**src/rtl/mqsa_pkg.sv**
```systemverilog
package mqsa_pkg;

  // Fullness flags of one queue, as seen by the handshake logic.
  typedef struct packed {
    logic full;
    logic empty;
  } q_flags_t;

endpackage

```
**src/rtl/mqsa_queue_ctrl.sv**
```systemverilog
module mqsa_queue_ctrl #(
  parameter int DEPTH = 4,
  parameter int PTR_W = 2,
  parameter int CNT_W = 3
) (
  input  logic             clk,
  input  logic             rst_n,
  input  logic             push,
  input  logic             pop,
  output logic [PTR_W-1:0] wptr,
  output logic [PTR_W-1:0] rptr,
  output mqsa_pkg::q_flags_t flags
);

  localparam logic [PTR_W-1:0] LAST_SLOT = PTR_W'(DEPTH - 1);
  localparam logic [CNT_W-1:0] CNT_FULL  = CNT_W'(DEPTH);

  logic [PTR_W-1:0] wptr_q, wptr_d;
  logic [PTR_W-1:0] rptr_q, rptr_d;
  logic [CNT_W-1:0] cnt_q, cnt_d;
  logic             upd_en;

  assign upd_en = push | pop;

  // Next-state logic
  always_comb begin
    wptr_d = wptr_q;
    rptr_d = rptr_q;
    cnt_d  = cnt_q;
    if (push) begin
      wptr_d = (wptr_q == LAST_SLOT) ? '0 : wptr_q + 1'b1;
    end
    if (pop) begin
      rptr_d = (rptr_q == LAST_SLOT) ? '0 : rptr_q + 1'b1;
    end
    case ({push, pop})
      2'b10:   cnt_d = cnt_q + 1'b1;
      2'b01:   cnt_d = cnt_q - 1'b1;
      default: cnt_d = cnt_q;
    endcase
  end

  // State registers
  always_ff @(posedge clk or negedge rst_n) begin
    if (!rst_n) begin
      wptr_q <= '0;
      rptr_q <= '0;
      cnt_q  <= '0;
    end else if (upd_en) begin
      wptr_q <= wptr_d;
      rptr_q <= rptr_d;
      cnt_q  <= cnt_d;
    end
  end

  assign wptr        = wptr_q;
  assign rptr        = rptr_q;
  assign flags.full  = (cnt_q == CNT_FULL);
  assign flags.empty = (cnt_q == '0);

endmodule

```
**src/rtl/mqsa_storage.sv**
```systemverilog
module mqsa_storage #(
  parameter int DATA_W = 32,
  parameter int NUM_Q  = 8,
  parameter int DEPTH  = 4,
  parameter int QIDX_W = 3,
  parameter int PTR_W  = 2
) (
  input  logic              clk,
  input  logic              wr_en,
  input  logic [QIDX_W-1:0] wr_q,
  input  logic [PTR_W-1:0]  wr_ptr,
  input  logic [DATA_W-1:0] wr_data,
  input  logic [QIDX_W-1:0] rd_q,
  input  logic [PTR_W-1:0]  rd_ptr,
  output logic [DATA_W-1:0] rd_data
);

  localparam int WORDS  = NUM_Q * DEPTH;
  localparam int ADDR_W = (WORDS > 1) ? $clog2(WORDS) : 1;

  logic [ADDR_W-1:0] wr_addr;
  logic [ADDR_W-1:0] rd_addr;
  logic [DATA_W-1:0] mem [WORDS];

  // Each queue owns a contiguous slice of DEPTH words.
  assign wr_addr = ADDR_W'(ADDR_W'(wr_q) * ADDR_W'(DEPTH) + ADDR_W'(wr_ptr));
  assign rd_addr = ADDR_W'(ADDR_W'(rd_q) * ADDR_W'(DEPTH) + ADDR_W'(rd_ptr));

  // One enabled register per word; data words carry no reset.
  for (genvar w = 0; w < WORDS; w++) begin : g_word
    logic word_we;
    assign word_we = wr_en && (wr_addr == ADDR_W'(w));
    always_ff @(posedge clk) begin
      if (word_we) begin
        mem[w] <= wr_data;
      end
    end
  end

  assign rd_data = mem[rd_addr];

endmodule

```
**src/rtl/mqsa_handshake.sv**
```systemverilog
module mqsa_handshake #(
  parameter int NUM_Q  = 8,
  parameter int QIDX_W = 3
) (
  input  logic                          prod_valid,
  input  logic [QIDX_W-1:0]             prod_qid,
  input  logic                          cons_valid,
  input  logic [QIDX_W-1:0]             cons_qid,
  input  mqsa_pkg::q_flags_t [NUM_Q-1:0] flags,
  output logic                          prod_ready,
  output logic                          prod_stall,
  output logic                          cons_ready,
  output logic                          cons_stall,
  output logic [NUM_Q-1:0]              push_vec,
  output logic [NUM_Q-1:0]              pop_vec
);

  logic prod_go;
  logic cons_go;

  // Readiness depends only on registered flags: a word pushed into an
  // empty queue becomes visible to the consumer one cycle later.
  assign prod_ready = !flags[prod_qid].full;
  assign cons_ready = !flags[cons_qid].empty;
  assign prod_stall = prod_valid && !prod_ready;
  assign cons_stall = cons_valid && !cons_ready;
  assign prod_go    = prod_valid && prod_ready;
  assign cons_go    = cons_valid && cons_ready;

  for (genvar i = 0; i < NUM_Q; i++) begin : g_dec
    assign push_vec[i] = prod_go && (prod_qid == QIDX_W'(i));
    assign pop_vec[i]  = cons_go && (cons_qid == QIDX_W'(i));
  end

endmodule

```
**src/rtl/mqsa_sync_array.sv**
```systemverilog
module mqsa_sync_array #(
  parameter int NUM_Q  = 8,
  parameter int DEPTH  = 4,
  parameter int DATA_W = 32,
  localparam int QIDX_W = (NUM_Q > 1) ? $clog2(NUM_Q) : 1
) (
  input  logic              clk,
  input  logic              rst_n,
  input  logic              prod_valid,
  input  logic [QIDX_W-1:0] prod_qid,
  input  logic [DATA_W-1:0] prod_data,
  output logic              prod_ready,
  output logic              prod_stall,
  input  logic              cons_valid,
  input  logic [QIDX_W-1:0] cons_qid,
  output logic              cons_ready,
  output logic [DATA_W-1:0] cons_data,
  output logic              cons_stall
);

  localparam int PTR_W = (DEPTH > 1) ? $clog2(DEPTH) : 1;
  localparam int CNT_W = $clog2(DEPTH + 1);

  mqsa_pkg::q_flags_t [NUM_Q-1:0] flags;
  logic [NUM_Q-1:0][PTR_W-1:0]    wptr_all;
  logic [NUM_Q-1:0][PTR_W-1:0]    rptr_all;
  logic [NUM_Q-1:0]               push_vec;
  logic [NUM_Q-1:0]               pop_vec;
  logic                           wr_en;

  mqsa_handshake #(
    .NUM_Q  (NUM_Q),
    .QIDX_W (QIDX_W)
  ) u_hs (
    .prod_valid (prod_valid),
    .prod_qid   (prod_qid),
    .cons_valid (cons_valid),
    .cons_qid   (cons_qid),
    .flags      (flags),
    .prod_ready (prod_ready),
    .prod_stall (prod_stall),
    .cons_ready (cons_ready),
    .cons_stall (cons_stall),
    .push_vec   (push_vec),
    .pop_vec    (pop_vec)
  );

  for (genvar q = 0; q < NUM_Q; q++) begin : g_q
    mqsa_queue_ctrl #(
      .DEPTH (DEPTH),
      .PTR_W (PTR_W),
      .CNT_W (CNT_W)
    ) u_ctrl (
      .clk   (clk),
      .rst_n (rst_n),
      .push  (push_vec[q]),
      .pop   (pop_vec[q]),
      .wptr  (wptr_all[q]),
      .rptr  (rptr_all[q]),
      .flags (flags[q])
    );
  end

  assign wr_en = |push_vec;

  mqsa_storage #(
    .DATA_W (DATA_W),
    .NUM_Q  (NUM_Q),
    .DEPTH  (DEPTH),
    .QIDX_W (QIDX_W),
    .PTR_W  (PTR_W)
  ) u_mem (
    .clk     (clk),
    .wr_en   (wr_en),
    .wr_q    (prod_qid),
    .wr_ptr  (wptr_all[prod_qid]),
    .wr_data (prod_data),
    .rd_q    (cons_qid),
    .rd_ptr  (rptr_all[cons_qid]),
    .rd_data (cons_data)
  );

endmodule

```
**config.mk**
```make
export PLATFORM = sky130hd
export DESIGN_NAME = mqsa_sync_array
export DESIGN_NICKNAME = d
export VERILOG_FILES = /design/src/rtl/mqsa_pkg.sv /design/src/rtl/mqsa_queue_ctrl.sv /design/src/rtl/mqsa_storage.sv /design/src/rtl/mqsa_handshake.sv /design/src/rtl/mqsa_sync_array.sv
export SDC_FILE = /design/constraint.sdc
export NUM_CORES = 1
export LEC_CHECK = 0
export BUFFER_PORTS_ARGS = -buffer_cell sky130_fd_sc_hd__buf_2
export CORE_AREA = 3 3 288 347
export CTS_CLUSTER_DIAMETER = 100
export DETAILED_ROUTE_END_ITERATION = 7
export DIE_AREA = 0 0 291 350
export PLACE_DENSITY_LB_ADDON = 0.1
export SLEW_MARGIN = 20
export SYNTH_ARGS = -nofsm -noshare
export SYNTH_HDL_FRONTEND = slang
export SYNTH_SLANG_ARGS = --single-unit
```
**constraint.sdc**
```tcl
create_clock -name clk -period 3.5 [get_ports clk]
set_input_delay 0 -clock clk [delete_from_list [all_inputs] [get_ports clk]]
set_output_delay 0 -clock clk [all_outputs]
set_load 0.02 [all_outputs]
```
# Word-level counts from Yosys, hierarchy flattened
# Memories as Yosys holds them, arrays and structs flattened.
# Cells that the tools add are included.
# word_totals
out_inout_bits,36
wordCells,472
input_bits,42
memories,1
ram_bits,1024
regBits,56
# mem_list
name,words,width,rd,rd_clocked_by_memory_dff,wr,line_no,source
u_mem.mem,32,32,1,0,1,mqsa_storage.sv:23,logic [DATA_W-1:0] mem [WORDS];
# op_classes
bitwise,8
n_eq_ne,85
magnitude_cmp,2
mux,189
n_reduce_logical,129
addsub,34
# ops
op,count
$mux 32,31
$reduce_or 32->1,31
$mux 5,31
$mux 1,96
$eq 5x5->1 const B,16
$logic_and 1x1->1,52
$eq 2x2->1 const B,24
$eq 3x3->1 const B,16
$pmux 3 s2,8
$reduce_and 2->1,24
$eq 5x4->1 const B,8
$mux 2,19
$add 2x1->2 const B,16
$logic_not 3->1,10
$add 3x1->3 const B,8
$bmux 2 s3,4
$sub 3x1->3 const B,8
$eq 5x3->1 const B,4
$eq 2x1->1 const B,8
$reduce_bool 2->1,8
$eq 3x2->1 const B,4
$add 5x2->5,2
$eq 5x2->1 const B,2
$lt 3x4->1 const B,2
6 further kinds,15

# Longest topological paths before layout
# Gate-level depths: netlist of the first run.
# depth
depth_word,42
depth_mapped,15
mapped_depth_nobuf,13

# Hierarchy
# Synthesis of the first run repeated with hierarchy kept, for this count alone.
# unflattened
cells_unflattened,2566
hier_area_um2,43589.3
# modules_own_cells
module,n_inst,area_per_inst_um2,seq_area_each_um2,cells_each
mqsa_storage,1,39853.2,30749.5,2233
mqsa_queue_ctrl,8,379.1,175.2,33
mqsa_handshake,1,431.7,0.0,54
mqsa_sync_array,1,271.5,0.0,15

# Worst setup path after synthesis of the first run
# OpenSTA, ideal clock, no wires.
# synth_timing
kind,reg-to-reg
from,register g_q[1].u_ctrl.cnt_q[2]
to,"memory u_mem.mem[28][0], enable pin"
synth_period_minus_slack_ns,3.294
setup_time_ns,0.421
t_arrival_ns,2.873
path_buffers,0
stages_incl_launch_ff,7
t_required_ns,3.079
path_slack_ns,0.206
cell_sequence,dfrtp_1 -> nor4b_1 -> a31oi_1 -> mux4_2 -> and3_1 -> nand3_1 -> nor2_1
# synth_via
elab_cells_between_ends,203
classes_between,eq/ne: 1; mux: 128; reduce/logical: 74
# synth_rtl
item,line_no,source
from (decl),mqsa_queue_ctrl.sv:20,"logic [CNT_W-1:0] cnt_q, cnt_d;"
from (signal assigned),mqsa_queue_ctrl.sv:52,cnt_q <= cnt_d;
$eq 3x3->1 *,mqsa_queue_ctrl.sv:58,assign flags.full = (cnt_q == CNT_FULL);
$bmux 2 s3 *,mqsa_handshake.sv:23,assign prod_ready = !flags[prod_qid].full;
$mux 2 (implied by the code) *,mqsa_handshake.sv:23,
$logic_not 1->1 *,mqsa_handshake.sv:23,
net prod_ready,mqsa_sync_array.sv:12,"output logic prod_ready,"
$logic_and 1x1->1 *,mqsa_handshake.sv:27,assign prod_go = prod_valid && prod_ready;
$logic_and 1x1->1,mqsa_handshake.sv:31,assign push_vec[i] = prod_go && (prod_qid == QIDX_W'(i));
$reduce_or 8->1 *,mqsa_sync_array.sv:64,assign wr_en = |push_vec;
$logic_and 1x1->1 *,mqsa_storage.sv:32,assign word_we = wr_en && (wr_addr == ADDR_W'(w));
net u_mem.g_word[28].word_we,mqsa_storage.sv:31,logic word_we;
$mux 1 *,mqsa_storage.sv:34,if (word_we) begin
$mux 1 (implied by the code) *,mqsa_storage.sv:35,mem[w] <= wr_data;
$reduce_or 32->1 (no line),n/a,
$mux 5 (no line) or $mux 1 (tied branches) (4 in a row),n/a,
to (decl),mqsa_storage.sv:23,
# The timed path passes the listed nets; every way through them passes the cells marked *. The select of a mux whose other input is x is not followed.

# Final worst setup path of the first run
# layout_timing
from,register g_q[4].u_ctrl.rptr_q[0]
to,output cons_data[1]
# layout_via
elab_chain_cells,4
# layout_lines
item,line_no,source
from (decl),mqsa_queue_ctrl.sv:19,"logic [PTR_W-1:0] rptr_q, rptr_d;"
from (signal assigned),mqsa_queue_ctrl.sv:51,rptr_q <= rptr_d;
$bmux 2 s3,mqsa_sync_array.sv:79,".rd_ptr (rptr_all[cons_qid]),"
$mux 2 (implied by the code),mqsa_sync_array.sv:79,
$add 5x2->5,mqsa_storage.sv:27,assign rd_addr = ADDR_W'(ADDR_W'(rd_q) * ADDR_W'(DEPTH) + ADDR_W'(rd_ptr));
$mem_v2 32x32,n/a,
to (decl),mqsa_sync_array.sv:17,"output logic [DATA_W-1:0] cons_data,"
# No other way between the ends. The select of a mux whose other input is x is not followed.

==> results of run 1 <==
-- critical path, stage by stage (launching register included) --
cell	delay [ps]
dfrtp_1	400
mux4_2	600
mux2_4	380
buf_12	180
mux2i_1	200
a221oi_4	330
o21ai_2	120
a22oi_2	330
buf_6	180
buf_6	120
-- kinds of logic after synthesis --
logic type	synth area share, %
AOI/OAI and AO/OA	4.59
and+or+nand+nor	11.6
DFF	73.9
muxes	5.76
xor gates and xnor gates	0.483
adders and majority gates	1.29
buffers and inverters	2.38
-- placed cells by master, fill, tap and decap left out, drive strengths merged, types with 36 or more instances in the layout --
master | netlist | final
and3 | 72 | 72
clkinv | 0 | 40
edfxtp | 1024 | 1024
mux2i | 137 | 137
nand3 | 216 | 216
a21oi | 54 | 54
dfrtp | 56 | 56
inv | 33 | 36
o21ai | 46 | 46
a31oi | 56 | 56
nor2 | 68 | 68
buf | 107 | 298
clkbuf | 71 | 144
nand2 | 724 | 724
-- sequential cells by signal (all words and copies together), names as in the netlist --
signal / count
u_mem.mem: 1024
g_q.u_ctrl.cnt_q: 24
g_q.u_ctrl.rptr: 16
g_q.u_ctrl.wptr: 16
-- power breakdown --
group	total [mW]	switching [mW]	internal, mW
clock	11.4	4.84	6.60
combinational	13.5	7.74	5.80
sequential	14.9	0.267	14.6
total	39.8	12.8	27.0
-- layer usage --
| layer | vias up | part of all wire, % | track usage (%) |
|---|---|---|---|
| met5 | - | 0 | 0 |
| met4 | 0 | 3.7 | 9.79 |
| met3 | 284 | 7.5 | 3.44 |
| met2 | 1276 | 49 | 45.4 |
| met1 | 14402 | 40 | 37.6 |
| li1 | 11839 | - | - |
-- repair_timing --
| item | in CTS | in global routing |
|---|---|---|
| pin swaps | 50 | 56 |
| gates resized for setup | 160 | 108 |
| setup endpoints to repair | 32 | 32 |
| hold endpoints to repair | 1082 | 0 |
| hold buffers | 36 | 0 |
| gates cloned | 20 | 9 |
| setup buffers | 47 | 29 |
-- final cells by class --
class                           count  area, sq um
Tap cell                         1270         1590
Antenna cell                        2         5.00
Inverter                           33          124
Clock buffer                      135         2880
Sequential cell                  1080        32200
Timing Repair Buffer              353         4320
Multi-Input combinational cell   1711        11300
Clock inverter                     57          572
Fill cell                        7696        43800
-- worst max-delay path by stage --
| stage | start | end | slack [ps] | cells after the start |
|---|---|---|---|---|
| 6_report | g_q[4].u_ctrl.rptr[0] | cons_data[1] | -60 | 9 |
| 2_1_floorplan | g_q[1].u_ctrl.cnt_q[2] | u_mem.mem[28][0] | 210 | 6 |
| 5_1_grt | g_q[4].u_ctrl.rptr[0] | cons_data[11] | -130 | 9 |
| 3_3_place_gp | g_q[2].u_ctrl.rptr[1] | cons_data[1] | 300 | 11 |
| 4_1_cts | g_q[4].u_ctrl.rptr[0] | cons_data[22] | -70 | 10 |
| 3_5_place_dp | g_q[7].u_ctrl.rptr[1] | cons_data[1] | 200 | 11 |
-- per-stage QoR --
step	hold slack, ps	worst slack (ps)
3_3_place_gp	28.9	298
3_5_place_dp	47.2	198
5_1_grt	115	-131
6_report	72.8	-63.6
2_1_floorplan	-296	206
4_1_cts	51.9	-67.6
==> metrics.txt, run 1 <==
status=complete, but fails checks; failing checks=setup timing; Worst-path clk slew=60 ps; register area share after synthesis=73.9%; vias in the first global route=27150; remaining antenna violation count=0; Period minus WS final=3560 ps; WP data arrival=3560 ps; Cell Count, Final, Fillers Out=4641; HP Class=in -> reg; H-tree lvl count=3; Cells after Synth=2999; Worst Setup Start Kind=flip-flop; Starting Density=44.9%; Pins Over Slew Limit=0; Fin Clk Skew=27.6 ps; Synth warnings=0; area post-placement=46600 sq um; Area Growth Syn to Fin=21.8%; row count=125; post-DP HPWL=71900 microns; number of synthesized flops with an enable pin=1024; DRC=0; Die ar.=102000 sq um; global-route wire length before repair=200000 microns; RSZ-0062 raised after global routing=true; P_leak=18.6 nW; layout cell share with drive strength beyond 1=20.6%; final period utilization=102%; TritonCTS clock tree=done; vias per inst=5.99; Yosys top cell area share=70.7%; drt first pass iters=5; GRT Resource Usage Total=27.4%; CTS root buf=clkbuf_16; PwrDens=752 nW/um^2; I/O pin count=78; Async S/R FF share, synth=5.19%; largest net degree at the start of global routing=76; aggregate global routing overflow=0; Synth cell types=50; IO Port Bufs=77; DIE WIDTH=291 microns; reg2reg start=g_q[1].u_ctrl.cnt_q[2]; CTS buffer count=108; RD Place Congestion=0.822; Worst EP required=3500 ps; Setup crit end kind=output pin; CP max FO=22; Die Y=350 microns; fmax=281 MHz; largest area contributor in the netlist=edfxtp_1; critical path class=reg -> out; initial DRC count=3189; Max Cap Viol=0; R2R Setup Slk=270 ps; syn_nets=3081; Total Neg Setup Slack=-216 ps; VDD IR-drop max=0.417 mV; Synth Area per Inst=14.5 sq um; Core Box Area=96800 sq um; Hold Path Depth=4; largest cells by area after synthesis=edfxtp_1 (71%), nand2_1 (6.2%), dfrtp_1 (3.2%); per-cell routed wire length=30.8 microns; reg2reg end=u_mem.mem[31][16]; Synth Register Bits=1080; initial antenna violation count=6; Longest Clk Path Bufs=3; Core Util, Final=54.7%; hold path start=cons_qid[0]; final net count=3369; Inst Count DP=4309; Cell Area, Synth=43500 sq um; Final Instance Area=53000 sq um; Setup-failing EPs final=5; Sink Count=1080; top-count cell post-synth=edfxtp_1; cell depth of the worst flop-to-flop path=8; Post-synth top cells=edfxtp_1 (1024), nand2_1 (723), nand3_1 (216); Worst slew margin=25.5%; WL final=143000 microns; worst slew pin tran=1120 ps; overall power=39.8 mW; hold endpoint=g_q[5].u_ctrl.rptr[0]; DR vias=27801; Final Hold Fails=0; clk_lat worst skew=680 ps; Main synth FF type=edfxtp_1; final setup margin=-63.6 ps
Note: power is estimated with default switching activity, not from simulation.
==> run 2, diff against run 1 <==
--- a/config.mk
+++ b/config.mk
@@ -10,7 +10,6 @@
 export CTS_CLUSTER_DIAMETER = 100
 export DETAILED_ROUTE_END_ITERATION = 7
 export DIE_AREA = 0 0 291 350
-export PLACE_DENSITY_LB_ADDON = 0.1
 export SLEW_MARGIN = 20
 export SYNTH_ARGS = -nofsm -noshare
 export SYNTH_HDL_FRONTEND = slang
==> run 2 against run 1 <==
Net effect:
- combinational power hardly changed
- via count is 0.27% higher
- total power shrank 1.1%
- clock skew is 6.0 ps higher
- first-iteration DRC count decreased by 1.7%
- routed wire length shrank 6.4%
- fmax fell by 1.2%
- worst setup slack lost 44 ps
- sequential power about the same
- cell area increased by 0.27%
- non-clock buffer count rose by 4
- critical path depth up 3
- the run still ends with setup timing left
==> metrics.txt, run 2 (synthesis results as in run 1) <==
initial antenna violation count=6 (unchanged); Top reg by flops=u_mem.mem; Buf+Inv Stages, Crit Path=5 (+2); WL final=134000 microns (-6.4%); GRT Resource Usage Total=25.3% (-2.2 points); clk_lat worst skew=690 ps (about the same); most frequent cells in the layout=edfxtp_1 (1024), nand2_1 (708), nand3_1 (209), mux2i_1 (133), buf_4 (124); CP delay by family, top=multiplexers; Pins Over Slew Limit=0 (unchanged); Int Power=26.7 mW (-1.2%); Fin Clk Skew=33.6 ps (+6.00 ps); Worst slew margin=39.9% (+14 points); cell mode on critical path=buf_12; WP data arrival=3610 ps (+50 ps); global-route wire length before repair=187000 microns (-6.2%); RSZ-0062 raised after global routing=true; remaining antenna violation count=0 (unchanged); Period minus WS final=3610 ps (+44.2 ps); Cell Count, Final, Fillers Out=4647 (+0.13%); IO Port Bufs=77 (unchanged); Final Hold Fails=0 (unchanged); max reg flops=1024 (unchanged); Sw Pwr=12.7 mW (-1.0%); P_leak=18.6 nW (+0.26%); PwrDens=741 nW/um^2 (-1.4%); Die ar.=102000 sq um (unchanged); vias in the first global route=27298 (+0.55%); per-cell routed wire length=28.8 microns (-6.5%); DIE WIDTH=291 microns (unchanged); DR vias=27877 (+0.27%); final period utilization=103% (+1.3 points); Setup-failing EPs final=16 (+11); aggregate global routing overflow=0 (unchanged); I/O pin count=78 (unchanged); Core Util, Final=54.9% (+0.15 points); Max Cap Viol=0 (unchanged); Sink Count=1080 (unchanged); Core Box Area=96800 sq um (unchanged); Worst EP required=3500 ps (about the same); largest net degree at the start of global routing=65 (-14%); CP Cell Sequence=mux4_2 > buf_6 > buf_12 > mux2_4 > buf_12 > buf_8 > nand2_1 > and3_1 > a311oi_1 > nor4_1 > a22oi_2 > buf_4; final setup margin=-108 ps (-44.2 ps); Area Growth Syn to Fin=22.2%; CP max FO=8 (-64%); layout cell share with drive strength beyond 1=21.6% (+1.0 points); Starting Density=44.9% (unchanged); DRC=0 (unchanged); Worst path max stage delay=530 ps (-70 ps); CTS buffer count=103 (-4.6%); Reg power frac=37.8% (+0.5 points); Die Y=350 microns (unchanged); Sw Ratio=32.3% (+0.032 points); RD Place Congestion=0.808 (-1.6%); drt first pass iters=7 (+2); fmax=277 MHz (-1.2%); Worst Setup Start Kind=flip-flop; status=complete, but fails checks; clock power share=28.3% (-0.4 points); HP Class=in -> reg; Worst-path clk slew=60 ps (about the same); worst slew pin tran=901 ps (-216 ps); final net count=3375 (+0.18%); vias per inst=6.00 (+0.14%); initial DRC count=3135 (-1.7%); H-tree lvl count=3 (unchanged); failing checks=setup timing; combinational power share=33.9% (about the same); CP max-delay cell=mux4_2; most common cell after layout, fill and taps aside=edfxtp_1; Inst Count DP=4296 (-0.30%); VDD IR-drop max=0.416 mV (-0.32%); critical path class=reg -> out; Largest regs=u_mem.mem: 1024 flops, g_q.u_ctrl.cnt_q: 24 flops; TritonCTS clock tree=done; row count=125 (unchanged); Setup crit end kind=output pin; CTS root buf=clkbuf_16; post-DP HPWL=64200 microns (-11%); Longest Clk Path Bufs=3 (unchanged)
run 2: final timing paths:
kind	endpoint	from	cells past startpoint	slack, ps
setup / recovery	cons_data[14]	g_q[0].u_ctrl.rptr[1]	12	-110
hold / removal	g_q[7].u_ctrl.cnt_q[2]	prod_qid[0]	6	160
setup reg to reg	g_q[0].u_ctrl.cnt_q[2]	g_q[7].u_ctrl.cnt_q[0]	13	400
hold reg to reg	g_q[3].u_ctrl.cnt_q[0]	g_q[3].u_ctrl.cnt_q[0]	1	490
max in group asynchronous	g_q[0].u_ctrl.rptr[0]	rst_n	4	2820
min in group asynchronous	g_q[1].u_ctrl.cnt_q[2]	rst_n	4	400
run 2: worst reg2reg max path: cells and delay by family (launching register included):
family,cells,cell delay [ps]
adders and majority gates,2,570
AOI/OAI and AO/OA,2,390
buffers and inverters,2,190
DFF,1,410
xor gates and xnor gates,2,290
and+or+nand+nor,5,1140
run 2: cell type report:
type	instances	area (sq um)
timing repair buffer	357	4330
clock buffer	116	2690
antenna	4	10.0
inverter	33	124
sequential	1080	32200
multi-input combinational	1718	11600
fill	7583	43700
tap	1270	1590
clock inverter	69	663
run 2: what timing repair did:
action / 4_1_cts / 5_1_grt
endpoints found under the hold margin: 1068 / 0
gates resized for setup: 153 / 172
hold buffers: 37 / 0
gates cloned: 24 / 16
endpoints found under the setup margin: 32 / 32
pin swaps: 40 / 96
setup buffers: 46 / 48
run 2: power by group through the flow:
stage                     Clock (mW)  Sequential, mW  Combinational (mW)
after global routing            11.8            14.9                14.1
after global placement             0            15.1                9.20
after floorplan                    0            15.1                6.32
final                           11.1            14.9                13.4
after detailed placement           0            15.2                9.41
after CTS                       11.2            14.9                11.6
run 2: routing by layer:
metal / vias to the layer above / GRT usage, % / routed length, microns
li1: 11870 / - / -
met1: 14234 / 32.9 / 50700
met2: 1449 / 42.9 / 65600
met3: 324 / 3.74 / 11200
met4: 0 / 10.1 / 6120
met5: - / 0 / 0
run 2: through the flow:
step	setup slack (ps)	TNS [ps]	area (sq um)	power (mW)	hold WS, ps
5_1_grt	-146	-2330	53100	40.9	212
3_5_place_dp	150	0	46400	24.6	162
2_1_floorplan	206	0	43500	21.4	-296
6_report	-108	-706	53100	39.4	157
4_1_cts	-114	-1470	51700	37.8	114
3_3_place_gp	193	0	46400	24.3	159
